===== src/rtl/pwd_pkg.sv =====
package pwd_pkg;
  typedef enum logic [2:0] {
    ST_IDLE, ST_SCAN, ST_LEN_RD, ST_LEN_WT, ST_CMP, ST_PASS, ST_HALT
  } pwd_st_e;
endpackage


===== src/rtl/pwd_scan.sv =====
module pwd_scan #(
  parameter int unsigned AW = 16,
  parameter int unsigned DW = 8,
  parameter logic [AW-1:0] BASE = '1 - 31,
  parameter int unsigned LEN = 32
) (
  input  logic          clk_i,
  input  logic          rst_ni,
  input  logic          clr_i,
  input  logic          en_i,
  input  logic [DW-1:0] rdata_i,
  output logic          rd_req_o,
  output logic [AW-1:0] rd_addr_o,
  output logic          blank_o,
  output logic          used_o
);
  localparam int unsigned IW = (LEN > 1) ? $clog2(LEN) : 1;

  logic [IW:0]   iss_q;
  logic [IW-1:0] chk_idx_q;
  logic          chk_vld_q;
  logic          hit, all_ones;

  assign hit       = en_i && chk_vld_q;
  assign all_ones  = &rdata_i;
  assign used_o    = hit && !all_ones;
  assign blank_o   = hit && all_ones && (chk_idx_q == IW'(LEN - 1));
  // stop issuing as soon as a programmed byte is seen
  assign rd_req_o  = en_i && (iss_q < (IW+1)'(LEN)) && !used_o;
  assign rd_addr_o = BASE + AW'(iss_q);

  always_ff @(posedge clk_i or negedge rst_ni) begin
    if (!rst_ni) begin
      iss_q     <= '0;
      chk_idx_q <= '0;
      chk_vld_q <= 1'b0;
    end else if (clr_i) begin
      iss_q     <= '0;
      chk_vld_q <= 1'b0;
    end else begin
      chk_vld_q <= rd_req_o;
      if (rd_req_o) begin
        chk_idx_q <= iss_q[IW-1:0];
        iss_q     <= iss_q + 1'b1;
      end
    end
  end
endmodule


===== src/rtl/pwd_cmp.sv =====
module pwd_cmp #(
  parameter int unsigned AW = 16,
  parameter int unsigned DW = 8
) (
  input  logic          clk_i,
  input  logic          rst_ni,
  input  logic          clr_i,
  input  logic          en_i,
  input  logic [AW-1:0] base_i,
  input  logic [DW-1:0] len_i,
  input  logic [DW-1:0] rdata_i,
  input  logic          rx_valid_i,
  input  logic [DW-1:0] rx_data_i,
  output logic          rd_req_o,
  output logic [AW-1:0] rd_addr_o,
  output logic          match_o,
  output logic          miss_o
);
  logic [DW-1:0] idx_q, exp_q, rx_q;
  logic          inflight_q, exp_vld_q, rx_pend_q;
  logic          ready;

  assign ready     = en_i && exp_vld_q && rx_pend_q;
  assign miss_o    = ready && (rx_q != exp_q);
  assign match_o   = ready && (rx_q == exp_q) && ((idx_q + 1'b1) == len_i);
  // prefetch the expected byte for the current index
  assign rd_req_o  = en_i && !exp_vld_q && !inflight_q;
  assign rd_addr_o = base_i + AW'(idx_q);

  always_ff @(posedge clk_i or negedge rst_ni) begin
    if (!rst_ni) begin
      idx_q      <= '0;
      exp_q      <= '0;
      rx_q       <= '0;
      inflight_q <= 1'b0;
      exp_vld_q  <= 1'b0;
      rx_pend_q  <= 1'b0;
    end else if (clr_i) begin
      idx_q      <= '0;
      inflight_q <= 1'b0;
      exp_vld_q  <= 1'b0;
      rx_pend_q  <= 1'b0;
    end else if (en_i) begin
      if (rd_req_o) inflight_q <= 1'b1;
      if (inflight_q) begin
        exp_q      <= rdata_i;
        exp_vld_q  <= 1'b1;
        inflight_q <= 1'b0;
      end
      if (ready && !miss_o) begin
        idx_q     <= idx_q + 1'b1;
        exp_vld_q <= 1'b0;
        rx_pend_q <= 1'b0;
      end
      if (rx_valid_i) begin
        rx_q      <= rx_data_i;
        rx_pend_q <= 1'b1;
      end
    end
  end
endmodule


===== src/rtl/pwd_verify.sv =====
module pwd_verify #(
  parameter int unsigned AW = 16,
  parameter int unsigned DW = 8,
  parameter int unsigned BLANK_LEN = 32,
  parameter logic [AW-1:0] BLANK_BASE = AW'((1 << AW) - BLANK_LEN)
) (
  input  logic          clk_i,
  input  logic          rst_ni,
  input  logic          start_i,
  input  logic [AW-1:0] cnt_addr_i,
  input  logic [AW-1:0] cmp_addr_i,
  output logic          mem_re_o,
  output logic [AW-1:0] mem_addr_o,
  input  logic [DW-1:0] mem_rdata_i,
  input  logic          rx_valid_i,
  input  logic [DW-1:0] rx_data_i,
  input  logic          rx_err_i,
  output logic          busy_o,
  output logic          pass_o,
  output logic          halt_o
);
  import pwd_pkg::*;

  pwd_st_e       st_q, st_d;
  logic [AW-1:0] cnt_q, cmp_q;
  logic [DW-1:0] n_q;
  logic          accept, cmp_act;
  logic          scan_re, scan_blank, scan_used;
  logic [AW-1:0] scan_addr, cmp_addr;
  logic          cmp_re, cmp_match, cmp_miss;

  assign accept  = (st_q == ST_IDLE) && start_i;
  assign cmp_act = (st_q == ST_CMP);

  pwd_scan #(.AW(AW), .DW(DW), .BASE(BLANK_BASE), .LEN(BLANK_LEN)) u_scan (
    .clk_i, .rst_ni,
    .clr_i     (accept),
    .en_i      (st_q == ST_SCAN),
    .rdata_i   (mem_rdata_i),
    .rd_req_o  (scan_re),
    .rd_addr_o (scan_addr),
    .blank_o   (scan_blank),
    .used_o    (scan_used)
  );

  pwd_cmp #(.AW(AW), .DW(DW)) u_cmp (
    .clk_i, .rst_ni,
    .clr_i      (st_q == ST_LEN_WT),
    .en_i       (cmp_act),
    .base_i     (cmp_q),
    .len_i      (n_q),
    .rdata_i    (mem_rdata_i),
    .rx_valid_i (rx_valid_i),
    .rx_data_i  (rx_data_i),
    .rd_req_o   (cmp_re),
    .rd_addr_o  (cmp_addr),
    .match_o    (cmp_match),
    .miss_o     (cmp_miss)
  );

  always_comb begin
    st_d = st_q;
    unique case (st_q)
      ST_IDLE:   if (start_i) st_d = ST_SCAN;
      ST_SCAN:   if (scan_used) st_d = ST_LEN_RD;
                 else if (scan_blank) st_d = ST_PASS;
      ST_LEN_RD: st_d = ST_LEN_WT;
      ST_LEN_WT: st_d = (mem_rdata_i == '0) ? ST_PASS : ST_CMP;
      ST_CMP:    if (rx_valid_i && rx_err_i) st_d = ST_HALT;
                 else if (cmp_miss) st_d = ST_HALT;
                 else if (cmp_match) st_d = ST_PASS;
      default:   st_d = st_q;
    endcase
  end

  always_ff @(posedge clk_i or negedge rst_ni) begin
    if (!rst_ni) begin
      st_q  <= ST_IDLE;
      cnt_q <= '0;
      cmp_q <= '0;
      n_q   <= '0;
    end else begin
      st_q <= st_d;
      if (accept) begin
        cnt_q <= cnt_addr_i;
        cmp_q <= cmp_addr_i;
      end
      if (st_q == ST_LEN_WT) n_q <= mem_rdata_i;
    end
  end

  always_comb begin
    mem_re_o   = 1'b0;
    mem_addr_o = '0;
    unique case (st_q)
      ST_SCAN:   begin mem_re_o = scan_re; mem_addr_o = scan_addr; end
      ST_LEN_RD: begin mem_re_o = 1'b1;    mem_addr_o = cnt_q;     end
      ST_CMP:    begin mem_re_o = cmp_re;  mem_addr_o = cmp_addr;  end
      default:   ;
    endcase
  end

  assign busy_o = (st_q == ST_SCAN) || (st_q == ST_LEN_RD) ||
                  (st_q == ST_LEN_WT) || (st_q == ST_CMP);
  assign pass_o = (st_q == ST_PASS);
  assign halt_o = (st_q == ST_HALT);
endmodule


===== config.mk =====
export PLATFORM = sky130hd
export DESIGN_NAME = pwd_verify
export DESIGN_NICKNAME = d
export VERILOG_FILES = /design/src/rtl/pwd_pkg.sv /design/src/rtl/pwd_scan.sv /design/src/rtl/pwd_cmp.sv /design/src/rtl/pwd_verify.sv
export SDC_FILE = /design/constraint.sdc
export NUM_CORES = 1
export LEC_CHECK = 0
export ABC_AREA = 1
export BUFFER_PORTS_ARGS = -buffer_cell sky130_fd_sc_hd__clkbuf_2
export CAP_MARGIN = 20
export CORE_MARGIN = 8
export CORE_UTILIZATION = 55
export CTS_CLUSTER_SIZE = 24
export DETAILED_ROUTE_END_ITERATION = 7
export PLACE_DENSITY = 0.75
export SLEW_MARGIN = 20
export SYNTH_ARGS = -nofsm -noshare
export SYNTH_HDL_FRONTEND = slang
export SYNTH_SLANG_ARGS = --single-unit
export TNS_END_PERCENT = 100

===== constraint.sdc =====
create_clock -name clk_i -period 2.2 [get_ports clk_i]
set_clock_uncertainty 0.15 [all_clocks]
set_input_delay 0 -clock clk_i [delete_from_list [all_inputs] [get_ports clk_i]]
set_output_delay 0 -clock clk_i [all_outputs]
set_load 0.005 [all_outputs]

; ---- After elaboration in Yosys (flattened, before gate mapping)
; Cells that the tools add are included.
[op_classes]
eq_ne = 13
n_lt_le_gt_ge = 1
reduce_logical = 40
bitwise = 2
addsub = 4
mux = 28
[ops]
columns = cell, count
row1 = case mux 16 bit (3 select lines), 1
row2 = two-way mux 8 bit, 3
row3 = two-way mux 3 bit, 6
row4 = adder 16 x 8 -> 16 bit, 1
row5 = equality test 8 bit, 2
row6 = logical AND 1 bit, 16
row7 = case mux 3 bit (5 select lines), 1
row8 = two-way mux 1 bit, 14
row9 = two-way mux 6 bit, 2
row10 = equality test 3 bit (second input constant), 3
row11 = adder 6 x 7 -> 8 bit (first input constant), 1
row12 = adder 8 x 1 -> 8 bit (second input constant), 1
row13 = logical NOT 8 bit, 1
row14 = != test 8 bit, 1
row15 = AND reduction 2 bit, 4
row16 = AND reduction 8 bit, 1
row17 = adder 6 x 1 -> 6 bit (second input constant), 1
row18 = equality test 3 x 2 -> 1 bit (second input constant), 2
row19 = less-than comparator 6 bit (second input constant), 1
row20 = AND reduction 3 bit, 2
row21 = nonzero test 2 bit, 3
row22 = nonzero test 3 bit, 2
row23 = equality test 5 bit (second input constant), 1
row24 = logical NOT 1 bit, 5
row25 = other kinds (10), 13
[totals]
in_bits = 53
ff_bits = 82
elab_cells = 101
output_inout_bits = 20

; ---- Logic depth before layout (Yosys ltp)
[depth]
ltp_word = 10
mapped_depth = 14
ltp_nobuf = 14

; ---- Hierarchy
; A second synthesis with hierarchy kept.
[hier_totals]
cells_unflattened = 651
area_unflattened_um2 = 4948.5
[by_module_without_submodules]
columns = module, area_each_um2, seq_area_each_um2, n_inst, cells_each
row1 = pwd_verify, 2138.3, 1076.0, 1, 293
row2 = pwd_cmp, 2011.9, 675.6, 1, 257
row3 = pwd_scan, 798.3, 300.3, 1, 101

; ---- Least setup slack after synthesis
; No wires, ideal clock.
[synth_timing]
path_kind = reg-to-output
from = register u_cmp.idx_q[0]
to = output port mem_addr_o[14]
t_required_ns = 2.050
path_buffers = 0
setup_slack_ns = 0.220
arrival_time_ns = 1.830
stages_incl_launch_ff = 12
path_cell_list = dfrtp_1 ha_1 inv_1 fa_1 inv_1 nand3_1 nand2_1 a21oi_1 o21ai_1 nand4_1 nand3_1 nand3_1
[synth_between]
elab_chain_cells = 2
[synth_rtl]
columns = element, line
row1 = from (decl), pwd_cmp.sv:19  ; logic [DW-1:0] idx_q, exp_q, rx_q;
row2 = from (signal assigned), pwd_cmp.sv:51  ; idx_q <= idx_q + 1'b1;
row3 = adder 16 x 8 -> 16 bit, pwd_cmp.sv:28  ; assign rd_addr_o = base_i + AW'(idx_q);
row4 = case mux 16 bit (3 select lines), pwd_verify.sv:95  ; unique case (st_q)
row5 = to (decl), pwd_verify.sv:13  ; output logic [AW-1:0] mem_addr_o,
; No other way between the ends.

; ---- Worst setup path after layout
[layout_timing]
from = register u_cmp.idx_q[5]
to = output port mem_addr_o[8]
; Same word-level chain as after synthesis.

==> flow_summary_export.csv <==
group,metric,value,unit
yosys,yosys_warnings,0,
global_routing,grtUsageTotal,0.227,
routing,post-route-drc-count,0,
sta,setup-violations-final,10,
pwr,power.density,1120,nW/um^2
floorplanning,die_w,108,um
routing,num_vias,4578,
clocking,tritoncts,"done",
yosys,syn_inst,615,
global_routing,grt_pass1_vias,4371,
run,drv_cap,0,
clocking,cts_sinks,82,
run_status,failed_checks,"setup timing",
global_routing,antenna_found_initial,1,
critical_path,crit_family,"compound AO/OA/AOI/OAI gates",
sta,rsz0062_at_grt,"true",
sta,slew_headroom,0.633,
run_status,run_status,"complete, but fails checks",
pwr,ir_drop,0.000581,V
yosys,synthXorXnorAreaFrac,0.0113,
critical_path,startpoint_type,"flip-flop",
floorplanning,pin_count,73,
routing,antenna_left,0,
sta,finalCritPeriodShare,1.08,
sta,period_minus_slack,2.38,ns
clocking,clk_path_buf_depth,2,
yosys,netlist_area,4630,um^2
sta,worstMarginPinSlew,0.550,ns
critical_path,critPathRequiredTime,2.05,ns
place,dp_hpwl,8630,um
place,place.gp.congestion,0.896,
yosys,synth_top_cell_by_area,"dfrtp_1",
final_layout,layout.nets,819,
clocking,numCtsBuffers,9,
floorplanning,rows,33,
pwr,p_total,6.82,mW
place,io_buffers,72,
critical_path,path_buf_inv,3,
routing,vias_per_cell,5.29,
place,placed_cell_area,5160,um^2
routing,dr.pass1.iters,5,
critical_path,crit_arrival,2.23,ns
yosys,synth_compound_area_frac,0.103,
final_layout,syn_to_final_growth,31.4,%
min_path,min_path_type,"in2async",
yosys,synth_mux_area_frac,0.00972,
critical_path,timing_worst_setup_path_type,"reg2out",
final_layout,drive_gt1_frac,0.212,
floorplanning,initial_core_util,0.567,
yosys,synth.top_cell.area_share,0.443,
clocking,clkTransAtPathRegs,0.08,ns
clocking,worstSkewPairLatency,0.36,ns
global_routing,grt_max_degree,43,
sta,max_freq,0.420,GHz
yosys,ys_ff_latch,82,
floorplanning,die_h,108,um
floorplanning,dieArea,11600,um^2
yosys,synthAdderAreaFrac,0.0313,
critical_path,endpoint_kind,"primary output",
pwr,p_leak,3.13,nW
yosys,yosys.area_share.simple,0.326,
routing,totalWireLength,12700,um
clocking,htreeDepth,3,
floorplanning,core-area,8180,um^2
yosys,ys_types,41,
global_routing,grt_pass1_wl,20900,um
sta,finalHoldViolCount,0,
yosys,synth_top_family_by_area,"simple AND/OR/NAND/NOR gates",
yosys,synth_nets,679,
clocking,cts_root_buffer,"clkbuf_8",
yosys,synthTopCellsByArea,"dfrtp_1 (44%), nand2_1 (18%), inv_1 (5.6%)",
final_layout,fill_cells,622,
critical_path,slowest_stage,"dfrtp_1",
yosys,ys_seq_area_frac,0.443,
critical_path,path_cells,"ha_1 > buf_4 > a21o_1 > a21oi_2 > o21ai_1 > buf_4 > a21oi_2 > o21ai_2 > nand3_1 > clkbuf_2",
yosys,avgSynthCellArea,7.54,um^2
critical_path,max_stage_delay,0.41,ns
sta,drv_slew,0,
critical_path,crit_fanout,7,
sta,holdWs,0.0113,ns
final_layout,design_area,6090,um^2
sta,setup_ws,-0.181,ns
global_routing,grt-ovfl-total,0,
routing,wire_per_inst,14.6,um
routing,first_iter_violations,413,
==> worst reg2reg max path, delay by kind of cell (launching register included) <==
family,cells,cell delay (ns)
simple gates,8,0.72
xor+xnor,1,0.16
flops,1,0.39
buf+inv,1,0.15
fa+ha+maj,1,0.32
==> sequential cells by signal, indices dropped and copies added, names as in the netlist, 3 cells and up <==
signal,cells
cmp_q,16
cnt_q,16
n_q,8
st_q,3
u_cmp.exp_q,8
u_cmp.idx_q,8
u_cmp.rx_q,8
u_scan.chk_idx_q,5
u_scan.iss_q,6
==> routing by layer <==
| metal | up-vias | part of all wire | routed length [um] | GRT usage |
|---|---|---|---|---|
| met5 | - | 0 | 0 | 0 |
| met1 | 2152 | 0.44 | 5600 | 0.296 |
| met4 | 0 | 0.025 | 316 | 0.0803 |
| met3 | 29 | 0.053 | 676 | 0.0527 |
| li1 | 2249 | - | - | - |
| met2 | 148 | 0.48 | 6060 | 0.361 |
==> path summary, 6_finish.rpt <==
| check | startpoint | to | slack (ns) | cells after the start |
|---|---|---|---|---|
| setup / recovery | u_cmp.idx_q[5]$_DFFE_PN0P_ | mem_addr_o[8] | -0.18 | 10 |
| max in group asynchronous | rst_ni | u_cmp.exp_q[1]$_DFFE_PN0P_ | 1.28 | 3 |
| min in group clk_i | cnt_addr_i[15] | cnt_q[15]$_DFFE_PN0P_ | 0.22 | 4 |
| setup reg to reg | u_cmp.idx_q[0]$_DFFE_PN0P_ | st_q[0]$_DFFE_PN0P_ | 0.19 | 11 |
| hold / removal | rst_ni | cmp_q[9]$_DFFE_PN0P_ | 0.01 | 2 |
| hold reg to reg | cnt_q[5]$_DFFE_PN0P_ | cnt_q[5]$_DFFE_PN0P_ | 0.34 | 2 |
==> cell usage after synthesis <==
library cell,instances
buf_1,1
mux2_2,4
o311ai_0,1
fa_1,1
nand3_2,2
inv_1,69
clkbuf_1,6
a21oi_1,22
a32o_1,1
a31oi_1,2
buf_6,1
ha_1,10
nand2_4,3
o22ai_1,5
a21oi_2,1
o21ai_1,7
xor2_1,6
a221oi_1,1
nand4_1,8
inv_2,4
nand2_1,225
nand3_1,42
nor2_2,2
o21ai_2,1
nor2_1,32
dfrtp_1,82
or2_2,3
nor2_4,4
inv_4,1
o221ai_1,1
nor3_1,6
o21ai_0,33
nand2_2,4
a21o_1,1
buf_2,7
nand3b_1,3
o211ai_1,5
o21bai_1,3
and2_1,1
nand3_4,3
nor2_8,1
==> cell usage in the layout (no fill, tap or decap), types with 5 or more instances in the layout <==
cell	instances
nand2_1	221
dfrtp_1	80
clkbuf_2	69
inv_1	67
dlygate4sd3_1	55
nand3_1	41
nor2_1	31
o21ai_0	27
a21oi_1	17
buf_4	16
o21ai_1	11
clkbuf_8	10
nand4_1	8
nand2_2	7
inv_2	6
a21oi_2	6
nor3_1	6
xor2_1	6
o211ai_1	5
o22ai_1	5
ha_4	5
==> metrics by stage <==
stage                util  cells  worst slack (ns)  setup TNS, ns
floorplan               -    615             0.220              0
detailed placement  0.631    787           -0.0730         -0.134
CTS                 0.739    863            -0.181         -0.672
global placement    0.631    787            0.0154              0
finish              0.745    865            -0.181         -0.987
global route        0.745    865            -0.309          -2.15
==> power by group <==
part           leakage, nW  internal [mW]  total [mW]  switching [mW]
Sequential            1.02           2.13        2.63           0.506
Clock               0.0950          0.555        1.12           0.568
Combinational         2.02           1.25        3.06            1.81
Total                 3.13           3.93        6.82            2.89
==> logic make-up after synthesis <==
group	after synthesis
simple gates	339
flops	82
mux	4
compound gates	84
buf+inv	89
xor+xnor	6
fa+ha+maj	11
==> final cells by class <==
class                      count  area (um^2)  area share
antenna                        1         2.50    0.000411
sequential                    82         2050       0.337
inverter                      74          283      0.0464
multi-input combinational    444         2350       0.386
clock buffer                  10          138      0.0226
timing repair buffer         144         1070       0.175
clock inverter                 5         62.6      0.0103
tap                          105          131      0.0216
==> repair_timing <==
action                                 CTS  global route
resized for setup                       23            12
endpoints found under the hold margin  142             0
pin swaps                               10             6
setup endpoints to repair               11            23
cloned                                   0             0
hold buffers                            55             0
buffers inserted                         6             1
Power figures use the tool's default switching activity.
